$ cat src/rtl/fmc_pkg.sv
package fmc_pkg;

    localparam int BYTE_W       = 8;
    localparam int TILE_DIM     = 8;
    localparam int TILE_ELEMS   = TILE_DIM * TILE_DIM;
    localparam int PAL_MAX      = 4;
    localparam int IDX_W        = $clog2(PAL_MAX);
    localparam int IDX_PER_BYTE = BYTE_W / IDX_W;
    localparam int SUB_W        = $clog2(IDX_PER_BYTE);
    localparam int PTR_W        = $clog2(TILE_ELEMS);
    localparam int CNT_W        = $clog2(TILE_ELEMS + 1);
    localparam int PCNT_W       = $clog2(PAL_MAX + 1);
    localparam int MASK_BYTES   = TILE_ELEMS / BYTE_W;

    localparam logic [BYTE_W-1:0] MODE_EMPTY = 8'h00;
    localparam logic [BYTE_W-1:0] MODE_RAW   = 8'hFF;

    typedef enum logic [2:0] {
        E_LOAD, E_MASK, E_MODE, E_PAL, E_IDX, E_RAW
    } enc_state_t;

    typedef enum logic [1:0] {
        D_MASK, D_MODE, D_PAL, D_OUT
    } dec_state_t;

endpackage

$ cat src/rtl/fmc_enc.sv
module fmc_enc
    import fmc_pkg::*;
(
    input  logic              clk,
    input  logic              rst_n,
    input  logic              in_valid,
    output logic              in_ready,
    input  logic [BYTE_W-1:0] in_data,
    output logic              out_valid,
    input  logic              out_ready,
    output logic [BYTE_W-1:0] out_data
);

    enc_state_t state_q, state_d;

    logic [BYTE_W-1:0]     blk_q [TILE_ELEMS];
    logic [IDX_W-1:0]      idx_q [TILE_ELEMS];
    logic [TILE_ELEMS-1:0] mask_q;
    logic [BYTE_W-1:0]     pal_q [PAL_MAX];
    logic [PCNT_W-1:0]     pal_cnt_q;
    logic                  ovf_q;
    logic [CNT_W-1:0]      nz_q, left_q, left_d;
    logic [PTR_W-1:0]      ptr_q, ptr_d;
    logic [SUB_W-1:0]      sub_q, sub_d;
    logic [BYTE_W-1:0]     acc_q, acc_d, acc_n;
    logic [BYTE_W-1:0]     emit_byte, mode_byte;
    logic                  slot_free, emit, done, accept, nz_in, hit;
    logic [PAL_MAX-1:0]    pal_hit;
    logic [IDX_W-1:0]      hit_idx;

    assign slot_free = !out_valid || out_ready;
    assign accept    = in_valid && in_ready;
    assign nz_in     = (in_data != '0);

    generate
        for (genvar j = 0; j < PAL_MAX; j++) begin : g_cmp
            assign pal_hit[j] = (PCNT_W'(j) < pal_cnt_q) && (pal_q[j] == in_data);
        end
    endgenerate

    always_comb begin
        hit     = |pal_hit;
        hit_idx = '0;
        for (int j = PAL_MAX - 1; j >= 0; j--) begin
            if (pal_hit[j]) hit_idx = IDX_W'(j);
        end
    end

    always_comb begin
        if (nz_q == '0)  mode_byte = MODE_EMPTY;
        else if (ovf_q)  mode_byte = MODE_RAW;
        else             mode_byte = BYTE_W'(pal_cnt_q);
    end

    always_comb begin
        state_d   = state_q;
        ptr_d     = ptr_q;
        left_d    = left_q;
        sub_d     = sub_q;
        acc_d     = acc_q;
        acc_n     = acc_q;
        emit      = 1'b0;
        emit_byte = '0;
        in_ready  = 1'b0;
        done      = 1'b0;
        unique case (state_q)
            E_LOAD: begin
                in_ready = 1'b1;
                if (in_valid) begin
                    ptr_d = ptr_q + 1'b1;
                    if (ptr_q == PTR_W'(TILE_ELEMS - 1)) begin
                        state_d = E_MASK;
                        ptr_d   = '0;
                    end
                end
            end
            E_MASK: begin
                if (slot_free) begin
                    emit      = 1'b1;
                    emit_byte = mask_q[32'(ptr_q) * BYTE_W +: BYTE_W];
                    ptr_d     = ptr_q + 1'b1;
                    if (ptr_q == PTR_W'(MASK_BYTES - 1)) begin
                        state_d = E_MODE;
                        ptr_d   = '0;
                    end
                end
            end
            E_MODE: begin
                if (slot_free) begin
                    emit      = 1'b1;
                    emit_byte = mode_byte;
                    ptr_d     = '0;
                    left_d    = nz_q;
                    if (nz_q == '0) begin
                        state_d = E_LOAD;
                        done    = 1'b1;
                    end else if (ovf_q) begin
                        state_d = E_RAW;
                    end else begin
                        state_d = E_PAL;
                    end
                end
            end
            E_PAL: begin
                if (slot_free) begin
                    emit      = 1'b1;
                    emit_byte = pal_q[ptr_q[IDX_W-1:0]];
                    ptr_d     = ptr_q + 1'b1;
                    if (ptr_q[PCNT_W-1:0] == pal_cnt_q - 1'b1) begin
                        state_d = E_IDX;
                        ptr_d   = '0;
                        sub_d   = '0;
                        acc_d   = '0;
                    end
                end
            end
            E_IDX: begin
                if (slot_free) begin
                    ptr_d = ptr_q + 1'b1;
                    if (mask_q[ptr_q]) begin
                        acc_n  = acc_q | (BYTE_W'(idx_q[ptr_q]) << (32'(sub_q) * IDX_W));
                        left_d = left_q - 1'b1;
                        if (sub_q == SUB_W'(IDX_PER_BYTE - 1) || left_q == CNT_W'(1)) begin
                            emit      = 1'b1;
                            emit_byte = acc_n;
                            acc_d     = '0;
                            sub_d     = '0;
                        end else begin
                            acc_d = acc_n;
                            sub_d = sub_q + 1'b1;
                        end
                        if (left_q == CNT_W'(1)) begin
                            state_d = E_LOAD;
                            ptr_d   = '0;
                            done    = 1'b1;
                        end
                    end
                end
            end
            E_RAW: begin
                if (slot_free) begin
                    ptr_d = ptr_q + 1'b1;
                    if (mask_q[ptr_q]) begin
                        emit      = 1'b1;
                        emit_byte = blk_q[ptr_q];
                        left_d    = left_q - 1'b1;
                        if (left_q == CNT_W'(1)) begin
                            state_d = E_LOAD;
                            ptr_d   = '0;
                            done    = 1'b1;
                        end
                    end
                end
            end
            default: state_d = E_LOAD;
        endcase
    end

    always_ff @(posedge clk) begin
        if (!rst_n) state_q <= E_LOAD;
        else        state_q <= state_d;
    end

    always_ff @(posedge clk) begin
        if (!rst_n) begin
            ptr_q     <= '0;
            left_q    <= '0;
            sub_q     <= '0;
            acc_q     <= '0;
            pal_cnt_q <= '0;
            ovf_q     <= 1'b0;
            nz_q      <= '0;
            mask_q    <= '0;
            out_valid <= 1'b0;
            out_data  <= '0;
        end else begin
            ptr_q  <= ptr_d;
            left_q <= left_d;
            sub_q  <= sub_d;
            acc_q  <= acc_d;
            if (accept) begin
                blk_q[ptr_q]  <= in_data;
                mask_q[ptr_q] <= nz_in;
                if (nz_in) begin
                    nz_q <= nz_q + 1'b1;
                    if (hit) begin
                        idx_q[ptr_q] <= hit_idx;
                    end else if (pal_cnt_q < PCNT_W'(PAL_MAX)) begin
                        pal_q[pal_cnt_q[IDX_W-1:0]] <= in_data;
                        idx_q[ptr_q]                <= pal_cnt_q[IDX_W-1:0];
                        pal_cnt_q                   <= pal_cnt_q + 1'b1;
                    end else begin
                        ovf_q <= 1'b1;
                    end
                end
            end
            if (done) begin
                pal_cnt_q <= '0;
                ovf_q     <= 1'b0;
                nz_q      <= '0;
            end
            if (emit) begin
                out_valid <= 1'b1;
                out_data  <= emit_byte;
            end else if (out_ready) begin
                out_valid <= 1'b0;
            end
        end
    end

endmodule

$ cat src/rtl/fmc_dec.sv
module fmc_dec
    import fmc_pkg::*;
(
    input  logic              clk,
    input  logic              rst_n,
    input  logic              in_valid,
    output logic              in_ready,
    input  logic [BYTE_W-1:0] in_data,
    output logic              out_valid,
    input  logic              out_ready,
    output logic [BYTE_W-1:0] out_data
);

    dec_state_t state_q, state_d;

    logic [TILE_ELEMS-1:0] mask_q;
    logic [BYTE_W-1:0]     pal_q [PAL_MAX];
    logic [PCNT_W-1:0]     pal_cnt_q;
    logic                  raw_q;
    logic [PTR_W-1:0]      ptr_q, ptr_d;
    logic [SUB_W-1:0]      sub_q, sub_d;
    logic [BYTE_W-1:0]     sh_q, sh_d;
    logic [BYTE_W-1:0]     emit_byte;
    logic                  slot_free, emit, adv, accept;

    assign slot_free = !out_valid || out_ready;
    assign accept    = in_valid && in_ready;

    always_comb begin
        state_d   = state_q;
        ptr_d     = ptr_q;
        sub_d     = sub_q;
        sh_d      = sh_q;
        in_ready  = 1'b0;
        emit      = 1'b0;
        emit_byte = '0;
        adv       = 1'b0;
        unique case (state_q)
            D_MASK: begin
                in_ready = 1'b1;
                if (in_valid) begin
                    ptr_d = ptr_q + 1'b1;
                    if (ptr_q == PTR_W'(MASK_BYTES - 1)) begin
                        state_d = D_MODE;
                        ptr_d   = '0;
                    end
                end
            end
            D_MODE: begin
                in_ready = 1'b1;
                if (in_valid) begin
                    ptr_d = '0;
                    sub_d = '0;
                    if (in_data == MODE_EMPTY || in_data == MODE_RAW) state_d = D_OUT;
                    else                                              state_d = D_PAL;
                end
            end
            D_PAL: begin
                in_ready = 1'b1;
                if (in_valid) begin
                    ptr_d = ptr_q + 1'b1;
                    if (ptr_q[PCNT_W-1:0] == pal_cnt_q - 1'b1) begin
                        state_d = D_OUT;
                        ptr_d   = '0;
                    end
                end
            end
            D_OUT: begin
                if (slot_free) begin
                    if (!mask_q[ptr_q]) begin
                        emit = 1'b1;
                        adv  = 1'b1;
                    end else if (raw_q) begin
                        in_ready = 1'b1;
                        if (in_valid) begin
                            emit      = 1'b1;
                            emit_byte = in_data;
                            adv       = 1'b1;
                        end
                    end else if (sub_q == '0) begin
                        in_ready = 1'b1;
                        if (in_valid) begin
                            emit      = 1'b1;
                            emit_byte = pal_q[in_data[IDX_W-1:0]];
                            sh_d      = in_data >> IDX_W;
                            sub_d     = SUB_W'(1);
                            adv       = 1'b1;
                        end
                    end else begin
                        emit      = 1'b1;
                        emit_byte = pal_q[sh_q[IDX_W-1:0]];
                        sh_d      = sh_q >> IDX_W;
                        sub_d     = sub_q + 1'b1;
                        adv       = 1'b1;
                    end
                end
                if (adv) begin
                    ptr_d = ptr_q + 1'b1;
                    if (ptr_q == PTR_W'(TILE_ELEMS - 1)) begin
                        state_d = D_MASK;
                        ptr_d   = '0;
                    end
                end
            end
            default: state_d = D_MASK;
        endcase
    end

    always_ff @(posedge clk) begin
        if (!rst_n) state_q <= D_MASK;
        else        state_q <= state_d;
    end

    always_ff @(posedge clk) begin
        if (!rst_n) begin
            mask_q    <= '0;
            pal_cnt_q <= '0;
            raw_q     <= 1'b0;
            ptr_q     <= '0;
            sub_q     <= '0;
            sh_q      <= '0;
            out_valid <= 1'b0;
            out_data  <= '0;
        end else begin
            ptr_q <= ptr_d;
            sub_q <= sub_d;
            sh_q  <= sh_d;
            if (accept && state_q == D_MASK)
                mask_q[32'(ptr_q) * BYTE_W +: BYTE_W] <= in_data;
            if (accept && state_q == D_MODE) begin
                raw_q     <= (in_data == MODE_RAW);
                pal_cnt_q <= in_data[PCNT_W-1:0];
            end
            if (accept && state_q == D_PAL)
                pal_q[ptr_q[IDX_W-1:0]] <= in_data;
            if (emit) begin
                out_valid <= 1'b1;
                out_data  <= emit_byte;
            end else if (out_ready) begin
                out_valid <= 1'b0;
            end
        end
    end

endmodule

$ cat src/rtl/fmap_block_codec.sv
module fmap_block_codec
    import fmc_pkg::*;
(
    input  logic              clk,
    input  logic              rst_n,
    input  logic              enc_in_valid,
    output logic              enc_in_ready,
    input  logic [BYTE_W-1:0] enc_in_data,
    output logic              enc_out_valid,
    input  logic              enc_out_ready,
    output logic [BYTE_W-1:0] enc_out_data,
    input  logic              dec_in_valid,
    output logic              dec_in_ready,
    input  logic [BYTE_W-1:0] dec_in_data,
    output logic              dec_out_valid,
    input  logic              dec_out_ready,
    output logic [BYTE_W-1:0] dec_out_data
);

    fmc_enc enc_i (
        .clk       (clk),
        .rst_n     (rst_n),
        .in_valid  (enc_in_valid),
        .in_ready  (enc_in_ready),
        .in_data   (enc_in_data),
        .out_valid (enc_out_valid),
        .out_ready (enc_out_ready),
        .out_data  (enc_out_data)
    );

    fmc_dec dec_i (
        .clk       (clk),
        .rst_n     (rst_n),
        .in_valid  (dec_in_valid),
        .in_ready  (dec_in_ready),
        .in_data   (dec_in_data),
        .out_valid (dec_out_valid),
        .out_ready (dec_out_ready),
        .out_data  (dec_out_data)
    );

endmodule

$ cat config.mk
export PLATFORM = sky130hd
export DESIGN_NAME = fmap_block_codec
export DESIGN_NICKNAME = d
export VERILOG_FILES = /design/src/rtl/fmc_pkg.sv /design/src/rtl/fmc_enc.sv /design/src/rtl/fmc_dec.sv /design/src/rtl/fmap_block_codec.sv
export SDC_FILE = /design/constraint.sdc
export NUM_CORES = 1
export LEC_CHECK = 0
export BUFFER_PORTS_ARGS = -buffer_cell sky130_fd_sc_hd__buf_4
export CAP_MARGIN = 15
export CORE_UTILIZATION = 28
export CTS_BUF_LIST = sky130_fd_sc_hd__clkbuf_2 sky130_fd_sc_hd__clkbuf_4 sky130_fd_sc_hd__clkbuf_8
export CTS_CLUSTER_DIAMETER = 200
export DETAILED_ROUTE_END_ITERATION = 6
export GPL_TIMING_DRIVEN = 1
export PLACE_DENSITY_LB_ADDON = 0.2
export SKIP_CTS_REPAIR_TIMING = 1
export SYNTH_ARGS = -nofsm -noshare
export SYNTH_HDL_FRONTEND = slang
export SYNTH_SLANG_ARGS = --single-unit
$ cat constraint.sdc
create_clock -name clk -period 4.4 [get_ports clk]
set_clock_uncertainty 0.2 [all_clocks]
set_input_delay 0.66 -clock clk [delete_from_list [all_inputs] [get_ports clk]]
set_output_delay 0.66 -clock clk [all_outputs]
set_load 0.02 [all_outputs]
==> metrics.md, run 1 <==
| Metric | Value |
|---|---|
| Placement Cell Area | 42000 um^2 |
| Power per cell area | 450 nW/um^2 |
| Synth cell types | 84 |
| Cells on worst reg2reg path | 7 |
| Vias per cell | 5.07 |
| Core Area | 139000 um^2 |
| Antenna-violating nets left | 0 |
| Share of layout cells above drive strength 1 | 0.236 |
| Initial Util | 0.282 |
| Die X | 377 um |
| MaxCap Viol Count | 0 |
| Buf/Inv on CP | 2 |
| Port Buf Inserts | 41 |
| Area grow syn2layout | 15.7% |
| Synth Area in Compound Gates | 0.0629 |
| Combinational Power Share | 0.144 |
| Initial DRC count | 2008 |
| Seq cells post-synth | 915 |
| GR Util met2 | 0.249 |
| Critical Path RT | 4.67 ns |
| FMAX | 236 MHz |
| Clk pwr share | 0.388 |
| Layer with the highest usage | met2 |
| Vias | 24200 |
| Crit path max-delay family | simple AND/OR/NAND/NOR gates |
| Hold WC Path Type | in2reg |
| Fin area | 45500 um^2 |
| Xor and xnor area share after synthesis | 0.0112 |
| RSZ-0062 raised after global routing | yes |
| CTS tree | yes |
| Yosys top cell area share | 0.538 |
| Grt ovf | 0 |
| GRT Util Overall | 0.160 |
| Crit path DAT | 4.52 ns |
| Simple-Gate Fraction of Synth Area | 0.0883 |
| Sequential area share after synthesis | 0.646 |
| Post-synth EDFFs | 704 |
| Post-Syn Area | 39300 um^2 |
| Final setup viols | 0 |
| Largest family of logic cells by synthesized area | multiplexers |
| TritonCTS Buffers | 159 |
| Sw Ratio | 0.266 |
| Largest cells by area after synthesis | edfxtp_1 54%, mux4_2 13%, dfxtp_1 11%, mux2i_1 2.5%, nor2_1 2.1% |
| Initial DRT Pass Iterations | 5 |
| CP endpoint kind | register |
| Critical path endpoint | enc_i.blk_q[24][5] |
| Cells along the critical path | nor3_1 -> buf_4 -> nand2_1 -> nor2_1 -> buf_4 -> nand2_1 -> nor2_1 |
| Critical path launch point type | register |
| Worst-margin pin slew | 1.16 ns |
| Gate Count Post-Synth | 2642 |
| H-tree depth | 4 |
| Buffer depth of the longest clock path | 3 |
| Yosys warns | 0 |
| DP HPWL | 74000 um |
| Int Pwr | 0.0150 W |
| Clock Pin Slew Worst Setup and Hold Paths | 0.06 ns |
| Worst path depth | 7 |
| Static Leak | 14.2 nW |
| Die area | 142000 um^2 |
| CTS root buf | clkbuf_8 |
| Final hold vios | 0 |
| Reg2reg start | enc_i.state_q[1] |
| Worst Path Max Fanout | 18 |
| VDD IR-drop max | 297 uV |
| GRT met1 Usage | 0.225 |
| Vias in the first global route | 24500 |
| Final setup TNS | 0 ns |
| Setup Crit Path Kind | reg2reg |
| Largest net degree at the start of global routing | 69 |
| Crit. Startpoint | enc_i.state_q[1] |
| I/O pins | 42 |
| Final Critical Period | 4.24 ns |
| Chip Height | 377 um |
| Detail-routed net length per standard cell | 23.8 um |
| Slew HR | 0.222 |
| Most used DFF post-synth | edfxtp_1 |
| Syn_nets | 2686 |
| Critical Path Max Stage Delay | 0.91 ns |
| Initial antenna violation count | 5 |
| First-pass GRT wire length | 168000 um |
| WHS | 0.176 ns |
| Drt total wl | 114000 um |
| RR Endpoint | enc_i.blk_q[24][5] |
| Post-synthesis mux area share | 0.160 |
| R2R setup slack | 0.16 ns |
| Crit-path slowest cell | nor2_1 |
| Final Cycle Share | 0.964 |
| GPL Wtd Cong | 0.823 |
| P_sw | 0.00543 W |
| Final Util | 0.326 |
| Latest clock arrival within the worst-skew pair | 0.88 ns |
| Synthesized area per cell | 14.9 um^2 |
| Pins Over Slew Limit | 0 |
| Sink Count | 915 |
| Drt drc | 0 |
| Status | completed |
| Power share of the sequential group | 0.467 |
| Final nets | 2814 |
| Tot Pwr | 0.0204 W |
| Async SR Flop Fraction | 0 |
| # rows | 137 |
| Grt met3 use | 0.0292 |
| Adder-cell share of the synthesized area | 0.00701 |
| Area leader, netlist | edfxtp_1 |
==> registers in the layout, indices dropped and copies added, names as in the netlist, 3 cells and up, named ones only <==
signal           cells
dec_i.mask_q        64
dec_i.sh_q           6
dec_i.pal_q         32
enc_i.nz_q           7
dec_i.out_data       8
dec_i.pal_cnt_q      3
enc_i.idx_q        128
enc_i.ptr_q          6
enc_i.pal_q         32
enc_i.acc_q          8
enc_i.mask_q        64
enc_i.pal_cnt_q      3
enc_i.state_q        3
enc_i.left_q         7
enc_i.out_data       8
dec_i.ptr_q          6
enc_i.blk_q        512
==> worst min path at each step <==
stage                                 from                 to  depth (start not counted)
after floorplan             dec_i.sub_q[0]     dec_i.sub_q[0]                          2
after global placement    dec_i.mask_q[38]   dec_i.mask_q[38]                          2
after detailed placement  dec_i.mask_q[39]   dec_i.mask_q[39]                          2
after CTS                   dec_in_data[6]  dec_i.pal_q[3][6]                          1
after global routing         enc_out_ready   enc_i.state_q[2]                          4
final                         dec_in_valid      dec_i.sh_q[5]                          5
==> logic make-up (layout without fill, tap and decap cells) <==
| logic type | after synthesis | count (layout) |
|---|---|---|
| compound gates | 364 | 364 |
| xor+xnor | 50 | 50 |
| fa+ha+maj | 22 | 22 |
| buf+inv | 228 | 480 |
| flops | 915 | 915 |
| mux | 339 | 339 |
| other cells | 0 | 5 |
| simple gates | 724 | 724 |
==> layout by cell type, fill, tap and decap left out, types with 60 or more instances in the layout <==
| cell type | instances |
|---|---|
| dfxtp_1 | 205 |
| nand2_1 | 145 |
| mux2i_1 | 98 |
| edfxtp_1 | 704 |
| a21oi_1 | 86 |
| mux4_2 | 229 |
| nand3_1 | 60 |
| o21ai_0 | 60 |
| clkbuf_8 | 176 |
| buf_4 | 136 |
| nor3_1 | 109 |
| nor2_1 | 224 |
==> worst reg2reg max path, cell delays in order, from the launching register on <==
cell and delay [ns]:
dfxtp_1 0.49, nor3_1 0.60, buf_4 0.27, nand2_1 0.23, nor2_1 0.58, buf_4 0.30, nand2_1 0.25, nor2_1 0.92
==> metrics by stage <==
step,std cells,setup slack (ns)
floorplan,2642,0.452
finish,4775,0.159
CTS,4753,-0.110
detailed placement,4468,0.190
global route,4773,-0.0611
global placement,4468,0.238
==> Yosys cell counts (12+ instances only) <==
cell type,count
a21oi_1,87
a22oi_1,47
a31oi_1,40
and2_1,15
buf_1,19
buf_2,38
clkbuf_1,121
dfxtp_1,211
edfxtp_1,704
ha_1,22
inv_1,31
mux2_2,12
mux2i_1,98
mux4_2,229
nand2_1,146
nand2b_1,19
nand3_1,60
nand4_1,30
nor2_1,224
nor2b_1,21
nor3_1,110
nor4_1,47
o21ai_0,60
o22ai_1,19
xnor2_1,31
xor2_1,19
==> layout make-up <==
type                       instances  area (um^2)
sequential                       915        25400
tap                             1876         2350
antenna                            5         12.5
multi-input combinational       1499        13000
inverter                          33          125
clock buffer                     225         2790
fill                           13500        93900
timing repair buffer             162         1370
clock inverter                    60          465
==> power groups by stage <==
stage	logic, W	clock network, W	registers (W)
floorplan	0.00194	0	0.00963
global placement	0.00298	0	0.00973
detailed placement	0.00299	0	0.00973
CTS	0.00299	0.00819	0.00955
global route	0.00315	0.00852	0.00956
finish	0.00295	0.00794	0.00955
==> routing by layer <==
layer  routed length [um]  vias up  share of wire
met3                 6620      165          0.058
met1                51800    12600           0.45
li1                     -    10700              -
met5                   11        -       0.000097
met4                 2470        2          0.022
met2                53000      759           0.47
(Power assumes the default switching activity.)
==> inputs of run 2 (changes only) <==
Clock period 4.4 ns to 3.6 ns, I/O delays scaled along.
==> run 2 against run 1 <==
Effect of this change: sequential power grew 21%; flip-flop and latch count stayed put; via count is 2.1% higher; sequential share of layout area decreased by 1.2 points; core utilization up 0.72 points; die area is the same; clock-buffer cell count shrank 2; wire length rose by 1.5%; critical path type is now reg2out; critical endpoint is now dec_in_ready.
==> metrics.md, run 2 (same netlist as run 1, synthesis figures left out) <==
| Metric | Value |
|---|---|
| Die X | 377 um (unchanged) |
| Hold WC Path Type | in2reg (unchanged) |
| VDD IR-drop max | 430 uV (was 297 uV) |
| Antenna-violating nets left | 0 (unchanged) |
| Cells along the critical path | mux4_2 -> mux2i_2 -> or3_4 -> a211oi_2 -> a21oi_4 -> o31ai_4 -> buf_6 (was nor3_1 -> buf_4 -> nand2_1 -> nor2_1 -> buf_4 -> nand2_1 -> nor2_1) |
| Initial DRT Pass Iterations | 6 (was 5) |
| Max reg flops | 512 (unchanged) |
| Slew HR | 0.273 (was 0.222) |
| Status | completed (unchanged) |
| Top Registers | enc_i.blk_q: 512 flops, enc_i.idx_q: 128 flops (unchanged) |
| Most frequent cells in the layout | 704 x edfxtp_1, 246 x buf_4, 229 x mux4_2 (was 704 x edfxtp_1, 229 x mux4_2, 224 x nor2_1) |
| Final Cycle Share | 0.991 |
| Initial Util | 0.282 (unchanged) |
| GPL Wtd Cong | 0.889 (was 0.823) |
| Vias in the first global route | 25200 (was 24500) |
| Drt drc | 0 (unchanged) |
| H-tree depth | 4 (unchanged) |
| Initial antenna violation count | 6 (was 5) |
| Vias | 24700 (was 24200) |
| Largest net degree at the start of global routing | 79 (was 69) |
| Place WS | 0.0110 ns (was 0.190 ns) |
| FMAX | 280 MHz |
| Pins Over Slew Limit | 0 (unchanged) |
| # rows | 137 (unchanged) |
| Sink Count | 915 (unchanged) |
| Vias per cell | 5.06 (was 5.07) |
| Final nets | 2931 (was 2814) |
| Critical Path Max Stage Delay | 0.37 ns (was 0.91 ns) |
| Critical Path RT | 2.86 ns (was 4.67 ns) |
| Drt total wl | 116000 um (was 114000 um) |
| Tot Pwr | 0.0250 W (was 0.0204 W) |
| DP HPWL | 77100 um (was 74000 um) |
| Grt ovf | 0 (unchanged) |
| Clock Pin Slew Worst Setup and Hold Paths | 0.05 ns (was 0.06 ns) |
| I/O pins | 42 (unchanged) |
| Area grow syn2layout | 18.3% (was 15.7%) |
| Detail-routed net length per standard cell | 23.6 um (was 23.8 um) |
| MaxCap Viol Count | 0 (unchanged) |
| Critical path launch point type | register (unchanged) |
| Final setup viols | 0 (unchanged) |
| CP endpoint kind | output port (was register) |
| Largest Register | enc_i.blk_q (unchanged) |
| First-pass GRT wire length | 171000 um (was 168000 um) |
| TritonCTS Buffers | 157 (was 159) |
| Crit path DAT | 2.83 ns (was 4.52 ns) |
| Initial DRC count | 2253 (was 2008) |
| Final Critical Period | 3.57 ns |
| Crit-path slowest cell | dfxtp_4 (was nor2_1) |
| Setup Crit Path Kind | reg2out (was reg2reg) |
| Static Leak | 14.8 nW (was 14.2 nW) |
| Port Buf Inserts | 41 (unchanged) |
| Power per cell area | 539 nW/um^2 (was 450 nW/um^2) |
| Commonest non-fill, non-tap cell in the layout | edfxtp_1 (unchanged) |
| Latest clock arrival within the worst-skew pair | 0.88 ns (about the same) |
| RSZ-0062 raised after global routing | yes (unchanged) |
| Share of layout cells above drive strength 1 | 0.270 (was 0.236) |
| Final Util | 0.333 (was 0.326) |
| Worst Path Max Fanout | 5 (was 18) |
| Chip Height | 377 um (unchanged) |
| GRT Util Overall | 0.163 (was 0.160) |
| Min setup slack post-route | 0.0317 ns (was 0.159 ns) |
| CTS root buf | clkbuf_8 (unchanged) |
| CTS tree | yes (unchanged) |
| Die area | 142000 um^2 (unchanged) |
| Final hold vios | 0 (unchanged) |
| Core Area | 139000 um^2 (unchanged) |
| Buffer depth of the longest clock path | 3 (unchanged) |
| Worst-margin pin slew | 1.09 ns (was 1.16 ns) |
==> run 2: cell types whose count changed in the layout (fill, tap and decap cells not counted), moves of 4 or more <==
| cell | change |
|---|---|
| buf_12 | +9 |
| buf_4 | +110 |
| clkbuf_4 | +4 |
| clkbuf_8 | -6 |
| mux2i_1 | -6 |
| mux2i_2 | +6 |
==> run 2: final cells by class <==
class | count | area, um^2
Antenna cell | 2 | 5.00
Clock buffer | 223 | 2740
Sequential cell | 915 | 25400
Clock inverter | 61 | 463
Timing Repair Buffer | 281 | 2380
Multi-Input combinational cell | 1499 | 13000
Fill cell | 13500 | 92900
Tap cell | 1876 | 2350
Inverter | 33 | 125
==> run 2: worst max-delay path, delay by kind of cell, from the launching register on <==
family | cells | cell delay, ns
AO/OA/AOI/OAI | 3 | 0.69
buffers and inverters | 1 | 0.16
flip-flops | 1 | 0.37
multiplexers | 2 | 0.42
AND/OR/NAND/NOR | 1 | 0.34
==> run 2: metrics by stage <==
step	instance area, um^2	hold slack, ns	std cells	TNS, ns
2_1_floorplan	39300	0.235	2642	-42.82
3_3_place_gp	43000	0.243	4579	-0.0231
3_5_place_dp	43000	0.252	4579	0
4_1_cts	46200	-0.326	4863	-0.482
5_1_grt	46500	0.0382	4889	-0.108
6_report	46500	0.0543	4890	0
==> run 2: routing by layer <==
layer	vias up	wire [um]	global-route usage
met3	184	7360	0.0337
li1	10900	-	-
met4	10	3030	0.0565
met2	865	51600	0.245
met5	-	65	0
met1	12800	53500	0.233
==> run 2: worst paths after layout <==
path | startpoint | end | slack (ns) | depth (start not counted)
worst max-delay path | dec_i.ptr_q[0] | dec_in_ready | 0.03 | 7
worst min-delay path | dec_in_valid | dec_i.sh_q[5] | 0.05 | 5
worst max register to register | register | enc_i.out_data[2] | 0.20 | 8
worst min register to register | dec_i.mask_q[38] | dec_i.mask_q[38] | 0.26 | 2
==> run 2: where the power goes <==
group	leakage [nW]	switching [W]	internal [W]
clock network	1.68	0.00438	0.00523
registers	8.05	0.000134	0.0115
logic	5.05	0.00210	0.00172
